===== src/rtl/sfe_pkg.sv =====
package sfe_pkg;

  localparam int BYTE_W = 8;

  typedef enum logic [3:0] {
    CMD_NONE = 4'd0,
    CMD_WREN = 4'd1,
    CMD_WRDI = 4'd2,
    CMD_WRSR = 4'd3,
    CMD_PP   = 4'd4,
    CMD_SE   = 4'd5,
    CMD_BE   = 4'd6,
    CMD_READ = 4'd7,
    CMD_FAST = 4'd8,
    CMD_RDSR = 4'd9,
    CMD_RDID = 4'd10
  } cmd_e;

  typedef enum logic [2:0] {
    PH_OPC,
    PH_ADDR,
    PH_DUMMY,
    PH_WDATA,
    PH_TX,
    PH_HOLD,
    PH_IGN
  } phase_e;

  function automatic cmd_e decode_op(input logic [BYTE_W-1:0] b);
    case (b)
      8'h03:   return CMD_READ;
      8'h0B:   return CMD_FAST;
      8'h05:   return CMD_RDSR;
      8'h9F:   return CMD_RDID;
      8'h02:   return CMD_PP;
      8'hD8:   return CMD_SE;
      8'hC7:   return CMD_BE;
      8'h01:   return CMD_WRSR;
      8'h06:   return CMD_WREN;
      8'h04:   return CMD_WRDI;
      default: return CMD_NONE;
    endcase
  endfunction

  function automatic phase_e ph_after_op(input cmd_e c);
    case (c)
      CMD_READ, CMD_FAST, CMD_PP, CMD_SE: return PH_ADDR;
      CMD_RDSR, CMD_RDID:                 return PH_TX;
      CMD_WRSR:                           return PH_WDATA;
      CMD_WREN, CMD_WRDI, CMD_BE:         return PH_HOLD;
      default:                            return PH_IGN;
    endcase
  endfunction

  function automatic phase_e ph_after_addr(input cmd_e c);
    case (c)
      CMD_READ: return PH_TX;
      CMD_FAST: return PH_DUMMY;
      CMD_PP:   return PH_WDATA;
      CMD_SE:   return PH_HOLD;
      default:  return PH_IGN;
    endcase
  endfunction

  function automatic logic is_array_read(input cmd_e c);
    return (c == CMD_READ) || (c == CMD_FAST);
  endfunction

endpackage


===== src/rtl/sfe_edge.sv =====
module sfe_edge (
  input  logic clk,
  input  logic rst_n,
  input  logic sck,
  input  logic csn,
  output logic sel,
  output logic sck_rise,
  output logic sck_fall,
  output logic cs_rise
);

  logic sck_d;
  logic csn_d;

  always_ff @(posedge clk or negedge rst_n) begin
    if (!rst_n) begin
      sck_d <= 1'b0;
      csn_d <= 1'b1;
    end else begin
      sck_d <= sck;
      csn_d <= csn;
    end
  end

  assign sel      = !csn;
  assign sck_rise = sel && sck && !sck_d;
  assign sck_fall = sel && !sck && sck_d;
  assign cs_rise  = csn && !csn_d;

endmodule


===== src/rtl/sfe_rx.sv =====
module sfe_rx #(
  parameter int BW = 8,
  localparam int CW = $clog2(BW)
) (
  input  logic          clk,
  input  logic          rst_n,
  input  logic          sel,
  input  logic          sck_rise,
  input  logic          sdi,
  output logic [CW-1:0] bit_cnt,
  output logic          byte_done,
  output logic [BW-1:0] byte_val
);

  logic [BW-2:0] sr;

  always_ff @(posedge clk or negedge rst_n) begin
    if (!rst_n) begin
      sr      <= '0;
      bit_cnt <= '0;
    end else if (!sel) begin
      sr      <= '0;
      bit_cnt <= '0;
    end else if (sck_rise) begin
      sr      <= {sr[BW-3:0], sdi};
      bit_cnt <= (bit_cnt == CW'(BW-1)) ? '0 : bit_cnt + CW'(1);
    end
  end

  assign byte_done = sck_rise && (bit_cnt == CW'(BW-1));
  assign byte_val  = {sr, sdi};

  AST_CNT_CLEAR: assert property (@(posedge clk) disable iff (!rst_n)
    !sel |=> (bit_cnt == '0));

  AST_CNT_STEP: assert property (@(posedge clk) disable iff (!rst_n)
    (sel && sck_rise && bit_cnt != CW'(BW-1)) |=> (bit_cnt == $past(bit_cnt) + CW'(1)));

endmodule


===== src/rtl/sfe_tx.sv =====
module sfe_tx #(
  parameter int BW = 8
) (
  input  logic          clk,
  input  logic          rst_n,
  input  logic          sel,
  input  logic          shift,
  input  logic          load,
  input  logic [BW-1:0] load_val,
  output logic          sdo
);

  logic [BW-1:0] tx;

  always_ff @(posedge clk or negedge rst_n) begin
    if (!rst_n)      tx <= '0;
    else if (!sel)   tx <= '0;
    else if (load)   tx <= load_val;
    else if (shift)  tx <= {tx[BW-2:0], 1'b0};
  end

  assign sdo = tx[BW-1];

  AST_TX_IDLE: assert property (@(posedge clk) disable iff (!rst_n)
    !sel |=> !sdo);

  AST_TX_SHIFT: assert property (@(posedge clk) disable iff (!rst_n)
    (sel && shift && !load) |=> (sdo == $past(tx[BW-2])));

endmodule


===== src/rtl/sfe_cmd_frontend.sv =====
module sfe_cmd_frontend
  import sfe_pkg::*;
#(
  parameter int                     ADDR_BYTES = 3,
  parameter int                     ID_BYTES   = 3,
  parameter logic [8*ID_BYTES-1:0]  ID_WORD    = 24'hC25A3E
) (
  input  logic                    clk,
  input  logic                    rst_n,
  input  logic                    sck,
  input  logic                    csn,
  input  logic                    sdi,
  output logic                    sdo,
  output logic [8*ADDR_BYTES-1:0] rd_addr,
  input  logic [7:0]              rd_data,
  input  logic [7:0]              status_in,
  output logic                    wdat_vld,
  output logic [7:0]              wdat,
  output logic                    cmd_vld,
  output logic [3:0]              cmd_op,
  output logic [8*ADDR_BYTES-1:0] cmd_addr,
  output logic [7:0]              cmd_data
);

  localparam int ADDR_W = 8 * ADDR_BYTES;
  localparam int ID_W   = 8 * ID_BYTES;
  localparam int ABC_W  = $clog2(ADDR_BYTES + 1);
  localparam int IDX_W  = $clog2(ID_BYTES + 1);
  localparam int CW     = $clog2(BYTE_W);

  // named internal events
  logic              sel, sck_rise, sck_fall, cs_rise;
  logic [CW-1:0]     bit_cnt;
  logic              byte_done;
  logic [BYTE_W-1:0] byte_val;
  logic              tx_load, tx_shift, commit_ok;
  logic [BYTE_W-1:0] tx_val;

  phase_e            phase;
  cmd_e              cur_op;
  logic [ADDR_W-1:0] addr_q;
  logic [ABC_W-1:0]  acnt;
  logic [IDX_W-1:0]  id_idx;
  logic              pp_seen;
  logic [7:0]        wrsr_q;

  function automatic logic [7:0] id_pick(input logic [IDX_W-1:0] idx);
    logic [ID_W-1:0] sh;
    if (int'(idx) >= ID_BYTES) return 8'h00;
    sh = ID_WORD << (8 * int'(idx));
    return sh[ID_W-1 -: 8];
  endfunction

  function automatic logic [ADDR_W-1:0] addr_inc(input logic [ADDR_W-1:0] a);
    return a + ADDR_W'(1);
  endfunction

  sfe_edge u_edge (
    .clk      (clk),
    .rst_n    (rst_n),
    .sck      (sck),
    .csn      (csn),
    .sel      (sel),
    .sck_rise (sck_rise),
    .sck_fall (sck_fall),
    .cs_rise  (cs_rise)
  );

  sfe_rx #(.BW(BYTE_W)) u_rx (
    .clk       (clk),
    .rst_n     (rst_n),
    .sel       (sel),
    .sck_rise  (sck_rise),
    .sdi       (sdi),
    .bit_cnt   (bit_cnt),
    .byte_done (byte_done),
    .byte_val  (byte_val)
  );

  assign tx_shift = sck_fall && (phase == PH_TX);
  assign tx_load  = tx_shift && (bit_cnt == '0);

  always_comb begin
    case (cur_op)
      CMD_READ, CMD_FAST: tx_val = rd_data;
      CMD_RDSR:           tx_val = status_in;
      CMD_RDID:           tx_val = id_pick(id_idx);
      default:            tx_val = '0;
    endcase
  end

  sfe_tx #(.BW(BYTE_W)) u_tx (
    .clk      (clk),
    .rst_n    (rst_n),
    .sel      (sel),
    .shift    (tx_shift),
    .load     (tx_load),
    .load_val (tx_val),
    .sdo      (sdo)
  );

  assign commit_ok = cs_rise && (bit_cnt == '0) &&
                     ((phase == PH_HOLD) || ((phase == PH_WDATA) && pp_seen));

  always_ff @(posedge clk or negedge rst_n) begin
    if (!rst_n) begin
      phase    <= PH_OPC;
      cur_op   <= CMD_NONE;
      addr_q   <= '0;
      acnt     <= '0;
      id_idx   <= '0;
      pp_seen  <= 1'b0;
      wrsr_q   <= '0;
      wdat_vld <= 1'b0;
      wdat     <= '0;
      cmd_vld  <= 1'b0;
      cmd_op   <= '0;
      cmd_addr <= '0;
      cmd_data <= '0;
    end else begin
      cmd_vld  <= commit_ok;
      wdat_vld <= 1'b0;
      if (commit_ok) begin
        cmd_op   <= cur_op;
        cmd_addr <= addr_q;
        cmd_data <= wrsr_q;
      end
      if (!sel) begin
        phase   <= PH_OPC;
        cur_op  <= CMD_NONE;
        acnt    <= '0;
        id_idx  <= '0;
        pp_seen <= 1'b0;
      end else begin
        if (byte_done) begin
          case (phase)
            PH_OPC: begin
              cur_op <= decode_op(byte_val);
              phase  <= ph_after_op(decode_op(byte_val));
              acnt   <= '0;
            end
            PH_ADDR: begin
              addr_q <= ADDR_W'({addr_q, byte_val});
              if (acnt == ABC_W'(ADDR_BYTES - 1)) phase <= ph_after_addr(cur_op);
              else acnt <= acnt + ABC_W'(1);
            end
            PH_DUMMY: phase <= PH_TX;
            PH_WDATA: begin
              if (cur_op == CMD_PP) begin
                wdat_vld <= 1'b1;
                wdat     <= byte_val;
                pp_seen  <= 1'b1;
              end else begin
                wrsr_q <= byte_val;
                phase  <= PH_HOLD;
              end
            end
            default: ;
          endcase
        end
        if (tx_load && is_array_read(cur_op)) addr_q <= addr_inc(addr_q);
        if (tx_load && (cur_op == CMD_RDID) && (id_idx != IDX_W'(ID_BYTES)))
          id_idx <= id_idx + IDX_W'(1);
      end
    end
  end

  assign rd_addr = addr_q;

  AST_WDAT_PP_ONLY: assert property (@(posedge clk) disable iff (!rst_n)
    wdat_vld |-> (cur_op == CMD_PP));

  AST_CMD_PULSE: assert property (@(posedge clk) disable iff (!rst_n)
    cmd_vld |=> !cmd_vld);

  AST_CMD_WRITE_CODE: assert property (@(posedge clk) disable iff (!rst_n)
    cmd_vld |-> (cmd_op >= 4'd1 && cmd_op <= 4'd6));

  AST_CMD_AFTER_DESELECT: assert property (@(posedge clk) disable iff (!rst_n)
    cmd_vld |-> csn);

  AST_RDADDR_STEP: assert property (@(posedge clk) disable iff (!rst_n)
    (tx_load && is_array_read(cur_op)) |=> (rd_addr == addr_inc($past(rd_addr))));

  AST_IGN_SILENT: assert property (@(posedge clk) disable iff (!rst_n)
    (phase == PH_IGN) |-> (!sdo && !wdat_vld));

endmodule


===== config.mk =====
export PLATFORM = sky130hd
export DESIGN_NAME = sfe_cmd_frontend
export DESIGN_NICKNAME = d
export VERILOG_FILES = /design/src/rtl/sfe_pkg.sv /design/src/rtl/sfe_edge.sv /design/src/rtl/sfe_rx.sv /design/src/rtl/sfe_tx.sv /design/src/rtl/sfe_cmd_frontend.sv
export SDC_FILE = /design/constraint.sdc
export NUM_CORES = 1
export LEC_CHECK = 0
export ABC_CLOCK_PERIOD_IN_PS = 2800
export BUFFER_PORTS_ARGS = -buffer_cell sky130_fd_sc_hd__buf_2
export CORE_MARGIN = 2
export CORE_UTILIZATION = 50
export CTS_BUF_LIST = sky130_fd_sc_hd__clkbuf_8
export DETAILED_ROUTE_END_ITERATION = 7
export MAX_ROUTING_LAYER = met4
export PLACE_DENSITY_LB_ADDON = 0.2
export SLEW_MARGIN = 20
export SYNTH_ARGS = -nofsm -noshare
export SYNTH_HDL_FRONTEND = slang
export SYNTH_HIERARCHICAL = 1
export SYNTH_SLANG_ARGS = --single-unit

===== constraint.sdc =====
create_clock -name clk -period 2.8 [get_ports clk]
set_input_delay 0.56 -clock clk [delete_from_list [all_inputs] [get_ports clk]]
set_output_delay 0.56 -clock clk [all_outputs]
set_load 0.005 [all_outputs]

==> metrics.txt, run 1 <==
die span in x about 110 um; post-CTS setup buffer count 0; signal arrival time at the worst endpoint 2660 ps; count of buffers from port buffering 91; post-synth design cell area approximately 5800 sq um; endpoint of the lowest-slack register-to-register path rd_addr[7]; path type of the worst min-delay path in2async; first-pass GRT wire length around 23000 um; Critical Path Start Type flip-flop; crit path capture type flip-flop; number of cells on the worst reg-to-reg path 7; worst hold slack across all endpoints 91.07 ps; number of register bits inferred by synthesis 110; kind of critical path reg2reg; Antenna Nets Post-Route 0; post-layout util 0.5827; Std-Cell Rows 39; setup repair after global routing missed its margin no; net switching power figure ~0.65 mW; synthesized area per cell 11.25 sq um; syn nets 542; max-capacitance violation count 0; Vias/cell between 5 and 6; vias in the first global route between 4000 and 5000; met2 wire len roughly 6500 um; number of buffer and inverter instances along the worst setup path 0; routed length on met3 535 um; First DRT Iteration DRCs 314; total internal power ~2.0 mW; measured slew at the worst slew-check pin 889.8 ps; Worst VDD drop 0.0002835 V; EDFF count, synth 0; top post-synthesis cells by area dfrtp_1, mux2_2, nor2_1; switching power as a share of total power 0.2484; overall routing resource usage 0.2305; boundary pin count 92; layout cell share with drive strength beyond 1 0.3541; Final Setup Violations 0; post-route fraction of the period consumed by the critical path 0.8639; uppermost routed layer met4; effective utilization at floorplan 0.5087; height of the die approximately 110 um; most common library cell in the layout ignoring fill and taps dfrtp_1; Most used DFF post-synth dfrtp_1; area of all placed cells without fillers ~6600 sq um; most frequent cells in the layout dfrtp_1, buf_2, mux2_2; M1 WL about 6000 um; Critical Path Most Common Cell ha_1; sequential cell fraction of total power 0.611; detail-routed net length per standard cell 17.60 um; post-synthesis async set-or-reset flop share 1.000; core area 11320 sq um; DPL Wire Length 9488 um; Worst-Skew Late Latency 390 ps; relative slew slack 0.4028; Max Transition Viols Final 0; number of buffers between clock root and the deepest sink 2; deepest level of the CTS H-tree 3; clock slew seen by the registers of the worst setup and hold paths 110 ps; crit path from u_rx/bit_cnt[0]; initial antenna violation count 0; flop2flop setup slack 380 ps; Unique masters post-synth 72; final worst path period need approximately 2400 ps; Fin Clk Skew 15.85 ps; count of warnings emitted by yosys 6; Seq/Total Area, Yosys 0.4782; antenna cell count 0; total number of nets in the final design 635; critical path peak fanout 13; Via Count between 4000 and 5000; Syn-to-layout area delta 14.53%; outcome completed; largest net degree at the start of global routing 41; number of buffers inserted for hold repair after clock tree synthesis 0; first drt pass iteration count 5; fraction of post-synthesis cell area in the top cell type by area 0.4736; worst reg2reg startpoint u_rx/bit_cnt[0]; largest delay contributor family on the critical path compound AO/OA/AOI/OAI gates; number of endpoints with negative hold slack in the final report 0; Remaining DRCs 0; wire length after detailed routing 13250 um; post-placement cell area roughly 6400 sq um; library cell contributing the largest single delay on the critical path o21ai_1; Fin Setup TNS 0 ps; library cell with the largest summed area after synthesis dfrtp_1; power density relative to cell area 395.7 nW/um^2; number of stages on the worst setup path 7; die area 12390 sq um; Root Buffer clkbuf_8; FMAX 413.4 MHz; worst stage delay on the critical path 690 ps; leak pwr 3.378 nW; TritonCTS clock tree yes; Resized Gates After CTS 0; Data required, critical path 3040 ps; part of the power in the clock network 0.348; final global-route overflow total 0; final estimated routing congestion in global placement 0.8844; count of mapped cells out of synthesis a little over 500; combinational power share 0.041; ordered cell list for the critical path ha_1 -> ha_1 -> and2_2 -> nor2b_1 -> and2_1 -> o21ai_1 -> a222oi_1; clock sink total 110; number of buffers inserted during clock tree synthesis 9
==> per-stage QoR <==
stage / setup slack, ps / cells / total power, mW
6_report: 381.0 / 753 / 2.610
5_1_grt: 205.3 / 753 / 2.721
4_1_cts: 369.2 / 753 / 2.651
3_5_place_dp: 284.1 / 737 / 1.735
3_3_place_gp: 337.6 / 737 / 1.732
2_1_floorplan: 224.5 / 512 / 1.667
==> area by class of cell <==
class / instances / area, sq um
Clock buffer: 9 / 123.9
Clock inverter: 7 / 56.30
Fill cell: 981 / 4725
Inverter: 17 / 63.81
Multi-Input combinational cell: 355 / 2779
Sequential cell: 110 / 2754
Tap cell: 143 / 178.9
Timing Repair Buffer: 112 / 640.6
==> logic make-up after synthesis <==
| group | share of synthesized area |
|---|---|
| AND/OR/NAND/NOR | 0.1727 |
| flip-flops | 0.4782 |
| AO/OA/AOI/OAI | 0.1397 |
| multiplexers | 0.1464 |
| buffers and inverters | 0.04041 |
| adder cells (fa/ha/maj) | 0.01955 |
| XOR/XNOR | 0.003042 |
==> Yosys cell counts, types with 6 or more instances <==
library cell	n
nor2b_1	15
and2_1	6
nand2b_1	11
o211a_1	8
ha_1	9
mux2_2	54
a2bb2oi_1	7
clkbuf_1	10
buf_2	12
a311oi_1	8
inv_1	17
a21o_1	6
nand2_1	27
nor2_1	39
nor3_1	7
a211oi_1	12
and3_1	6
o21ai_0	10
dfrtp_1	109
mux2i_1	13
a21oi_1	13
mux2_4	7
nand3_1	13
==> metal layers <==
metal / GRT usage / vias up
met1: 0.3015 / 2247
met4: 0.08889 / 0
met3: 0.03116 / 20
met5: - / -
li1: - / 2090
met2: 0.3683 / 129
==> worst max-delay path by stage <==
stage | end | slack, ps
6_report | rd_addr[7] | 380
5_1_grt | phase[0] | 210
4_1_cts | rd_addr[4] | 370
2_1_floorplan | wrsr_q[0] | 220
3_3_place_gp | rd_addr[7] | 340
3_5_place_dp | phase[0] | 280
==> sequential cells by signal (all words and copies together), names as in the netlist <==
register,flops
rd_addr,24
u_edge/csn_d,1
cmd_op,4
u_rx/bit_cnt,3
wrsr_q,8
cmd_addr,24
u_rx/sr,7
cmd_data,8
acnt,2
id_idx,2
cur_op,4
wdat,8
u_tx/tx,8
wdat_vld,1
phase,3
u_edge/sck_d,1
pp_seen,1
cmd_vld,1
==> power groups by stage <==
stage / Clock (mW) / Sequential, mW / Combinational (mW)
CTS: 0.946 / 1.59 / 0.110
floorplan: 0 / 1.62 / 0.0426
finish: 0.909 / 1.59 / 0.107
detailed placement: 0 / 1.63 / 0.109
global placement: 0 / 1.63 / 0.106
global route: 1.00 / 1.60 / 0.122
No activity file was read; power rests on OpenSTA's default activity.
==> run 2: changes to the inputs <==
==> constraint.sdc (replaced) <==
create_clock -name clk -period 2.8 [get_ports clk]
set_input_delay 0.28 -clock clk [delete_from_list [all_inputs] [get_ports clk]]
set_output_delay 0.28 -clock clk [all_outputs]
set_load 0.005 [all_outputs]
==> metrics.txt, run 2 (same netlist as run 1, synthesis figures left out) <==
outcome completed; worst stage delay on the critical path roughly 500 ps; Worst VDD drop roughly 0.00037 V; Vias/cell roughly 5.9; final estimated routing congestion in global placement 0.8982; Worst Setup Slack, final 343.7 ps; Fin Clk Skew ~8.3 ps; Worst-Skew Late Latency 380 ps; effective utilization at floorplan 0.5087; relative slew slack 0.4875; most common library cell in the layout ignoring fill and taps dfrtp_1; area taken by multi-input logic gates 2779 sq um; Remaining DRCs 0; Syn-to-layout area delta 14.47%; detail-routed net length per standard cell 17.54 um; Fin Setup TNS 0 ps; initial antenna violation count 0; leak pwr 3.371 nW; number of buffers inserted for hold repair after clock tree synthesis 1; first-pass GRT wire length 22110 um; crit path capture type flip-flop; clock slew seen by the registers of the worst setup and hold paths 100 ps; layout cell share with drive strength beyond 1 0.3449; Root Buffer clkbuf_8; wire length after detailed routing 13080 um; number of cells on the worst reg-to-reg path 8; number of endpoints with negative hold slack in the final report 0; final global-route overflow total 0; core area 11320 sq um; total number of nets in the final design 629; DPL Wire Length 9086 um; overall routing resource usage 0.2252; largest net degree at the start of global routing 65; signal arrival time at the worst endpoint 2730 ps; max-capacitance violation count 0; setup repair after global routing missed its margin no; path type of the worst min-delay path in2reg; vias in the first global route ~4400; final worst path period need ~2500 ps; height of the die 111.3 um; register area 2754 sq um; FMAX 407.1 MHz; critical path peak fanout 12; endpoint of the lowest-slack register-to-register path rd_addr[18]; measured slew at the worst slew-check pin 766.8 ps; die area 12390 sq um; post-CTS setup buffer count 0; ordered cell list for the critical path ha_1 -> ha_1 -> and2_2 -> nor2b_1 -> nand3_1 -> nand2_1 -> nand2_1 -> mux2_2; post-route fraction of the period consumed by the critical path 0.8773; deepest level of the CTS H-tree 3; clock sink total 110; Via Count roughly 4400; first drt pass iteration count 6; Data required, critical path 3080 ps; Resized Gates After CTS 0; post-placement cell area 6364 sq um; First DRT Iteration DRCs 331; worst reg2reg startpoint u_rx/bit_cnt[0]; most frequent cells in the layout dfrtp_1, buf_2, mux2_2; number of buffers between clock root and the deepest sink 2; FILL cells 963; count of buffers from port buffering 91; Critical Path Start Type flip-flop; power density relative to cell area 419.0 nW/um^2; flop2flop setup slack between 300 and 400 ps; die span in x 111.3 um; Hold EP u_edge/sck_d; boundary pin count 92; kind of critical path reg2reg; number of instances on the worst hold path 1; Max Transition Viols Final 0; number of buffers inserted during clock tree synthesis 9; Final Setup Violations 0; TritonCTS clock tree yes; Std-Cell Rows 39; post-place setup slack 334.2 ps; library cell contributing the largest single delay on the critical path nor2b_1; HP Start sck; area of all placed cells without fillers 6593 sq um; antenna cell count 0; Antenna Nets Post-Route 0
## run 2: worst max path at each step
stage / startpoint / to / slack [ps] / depth (start not counted)
6_report: u_rx/bit_cnt[0] / rd_addr[18] / 340 / 8
5_1_grt: u_rx/bit_cnt[0] / rd_addr[13] / 100 / 8
4_1_cts: u_rx/bit_cnt[0] / rd_addr[18] / 310 / 8
3_5_place_dp: u_rx/bit_cnt[0] / rd_addr[18] / 330 / 8
3_3_place_gp: u_rx/bit_cnt[0] / rd_addr[18] / 440 / 8
2_1_floorplan: u_edge/sck_d / wrsr_q[0] / 440 / 9
## run 2: final cells by class
type                       count  share of cell area
tap                          143             0.02714
inverter                      17            0.009679
timing repair buffer         106             0.09072
clock inverter                 5             0.01234
multi-input combinational    355              0.4215
clock buffer                  10             0.02088
sequential                   110              0.4177
## run 2: routing by layer
layer  track usage  wire [um]  share of wire
met1        0.3045       6106           0.47
met2        0.3435       6147           0.47
met3       0.04210        601          0.046
met4       0.07901        227          0.017
met5             -          0              0
## run 2: power by group
part           total, mW  internal, mW  switching [mW]
sequential          1.59          1.59         0.00360
clock               1.06         0.525           0.539
combinational      0.104        0.0341          0.0695
## run 2: metrics by stage
step	power [mW]	utilization	instances	hold WS, ps
after floorplan	1.667	-	512	-15.59
after global placement	1.727	0.5621	730	319.0
after detailed placement	1.731	0.5621	730	339.9
after CTS	2.797	0.5823	746	10.96
after global routing	2.869	0.5823	746	13.48
final	2.762	0.5823	746	28.11
## run 2: critical path, delay by kind of cell, from the launching register on
family	cells	cell delay, ps
muxes	1	260
DFF	1	410
adders and majority gates	2	310
and+or+nand+nor	5	1370
==> run 3: changes to the inputs <==
--- a/config.mk
+++ b/config.mk
@@ -5,7 +5,7 @@
 export SDC_FILE = /design/constraint.sdc
 export NUM_CORES = 1
 export LEC_CHECK = 0
-export ABC_CLOCK_PERIOD_IN_PS = 2800
+export ABC_CLOCK_PERIOD_IN_PS = 2300
 export BUFFER_PORTS_ARGS = -buffer_cell sky130_fd_sc_hd__buf_2
 export CORE_MARGIN = 2
 export CORE_UTILIZATION = 50
@@ -13,7 +13,6 @@
 export DETAILED_ROUTE_END_ITERATION = 7
 export MAX_ROUTING_LAYER = met4
 export PLACE_DENSITY_LB_ADDON = 0.2
-export SLEW_MARGIN = 20
 export SYNTH_ARGS = -nofsm -noshare
 export SYNTH_HDL_FRONTEND = slang
 export SYNTH_HIERARCHICAL = 1
==> constraint.sdc (replaced) <==
create_clock -name clk -period 2.3 [get_ports clk]
set_input_delay 0.23 -clock clk [delete_from_list [all_inputs] [get_ports clk]]
set_output_delay 0.23 -clock clk [all_outputs]
set_load 0.005 [all_outputs]
==> metrics.txt, run 3 (same netlist as run 1, synthesis figures left out) <==
antenna cell count 0; Worst-Skew Late Latency roughly 390 ps; core area 11320 sq um; TritonCTS clock tree yes; die area 12390 sq um; detail-routed net length per standard cell ~17 um; boundary pin count 92; number of buffers between clock root and the deepest sink 2; Fin Clk Skew 10.01 ps; first-pass GRT wire length between 20000 and 25000 um; clock slew seen by the registers of the worst setup and hold paths 100 ps; outcome completed; Critical Path Start Type primary input; Data required, critical path 2600 ps; overall routing resource usage 0.2271; signal arrival time at the worst endpoint around 2500 ps; Via Count ~4500; clock sink total 110; Std-Cell Rows 39; effective utilization at floorplan 0.5087; number of endpoints with negative hold slack in the final report 0; Vias/cell 5.798; path type of the worst min-delay path in2async; Syn-to-layout area delta 18.75%; wire length after detailed routing 13200 um; post-route fraction of the period consumed by the critical path 0.9379; power density relative to cell area 479.6 nW/um^2; area of all placed cells without fillers 6839 sq um; final estimated routing congestion in global placement 0.9472; DPL Wire Length 9521 um; first drt pass iteration count 5; post-placement cell area 6549 sq um; Worst VDD drop 0.0005815 V; vias in the first global route about 4400; total number of nets in the final design 656; First DRT Iteration DRCs 310; measured slew at the worst slew-check pin about 410 ps; initial antenna violation count 0; Final Setup Violations 0; height of the die between 100 and 150 um; largest net degree at the start of global routing 65; critical path peak fanout 19; Root Buffer clkbuf_8; leak pwr 3.514 nW; final worst path period need between 2000 and 2500 ps; max-capacitance violation count 0; Antenna Nets Post-Route 0; die span in x 111.3 um; most frequent cells in the layout dfrtp_1, buf_2, mux2_2; Remaining DRCs 0; post-layout power 3.280 mW; Max Transition Viols Final 0; number of buffers inserted during clock tree synthesis 9; most common library cell in the layout ignoring fill and taps dfrtp_1; count of buffers from port buffering 91; kind of critical path in2reg; relative slew slack 0.7243; FMAX 463.6 MHz; final global-route overflow total 0; layout cell share with drive strength beyond 1 0.3851; crit path capture type flip-flop; deepest level of the CTS H-tree 3
-- run 3: changes by cell type in the layout (fill, tap and decap cells not counted), moves of 2 or more --
| cell | before | now |
|---|---|---|
| buf_4 | 13 | 37 |
| clkinv_4 | 0 | 2 |
| nor4b_2 | 1 | 3 |
| nor4b_1 | 2 | 0 |
| inv_6 | 1 | 3 |
| dlygate4sd3_1 | 1 | 3 |
| a21oi_2 | 0 | 2 |
| a21oi_1 | 13 | 11 |
-- run 3: worst paths after layout --
path                                  from            to  slack (ps)  cells past startpoint
worst max-delay path                   sck   rd_addr[13]         140                     10
worst min-delay path                 rst_n    u_tx/tx[2]         260                      2
worst max register to register  u_rx/sr[1]      phase[1]         150                      7
worst min register to register     pp_seen       pp_seen         500                      1
max in group asynchronous            rst_n  cmd_addr[14]        1400                      3
min in group clk                rd_data[0]    u_tx/tx[0]         270                      4
-- run 3: final cells by class --
class	instances	area [sq um]
tap	143	178.9
timing repair buffer	133	818.3
sequential	110	2755
fill	947	4482
inverter	17	63.81
clock buffer	9	123.9
multi-input combinational	355	2818
clock inverter	7	81.33
-- run 3: worst max-delay path: stages --
cell	delay, ps
dlygate4sd3_1	540
buf_2	140
nor3b_2	220
nand3_1	150
inv_1	160
o211ai_1	180
buf_4	250
nor3_4	240
a31oi_1	110
a211oi_1	220
-- run 3: metrics by stage --
step	setup WS [ps]	std cells	hold WS [ps]	setup TNS, ps	utilization
finish	142.8	774	258.4	0	0.6041
global route	-64.49	774	252.8	-64.49	0.6041
CTS	11.32	772	238.8	0	0.5992
detailed placement	72.30	753	132.5	0	0.5785
global placement	166.0	753	128.2	0	0.5785
floorplan	67.78	512	-65.59	0	-
-- run 3: per-layer routing --
metal	part of all wire	wire length, um	track usage	vias up
li1	-	-	-	2126
met1	0.45	5962	0.3060	2218
met2	0.48	6304	0.3488	128
met3	0.055	722	0.05686	16
met4	0.016	210	0.05679	0
met5	0	0	-	-
-- run 3: power by group --
group | internal [mW] | total (mW) | switching, mW
clock | 0.519 | 1.20 | 0.682
combinational | 0.0498 | 0.140 | 0.0897
sequential | 1.94 | 1.94 | 0.00262
-- run 3: what timing repair did --
| action | in CTS | in global routing |
|---|---|---|
| hold buffers | 3 | 0 |
| resized for setup | 0 | 9 |
| setup endpoints to repair | 0 | 25 |
| endpoints found under the hold margin | 20 | 0 |
| buffers inserted | 0 | 2 |
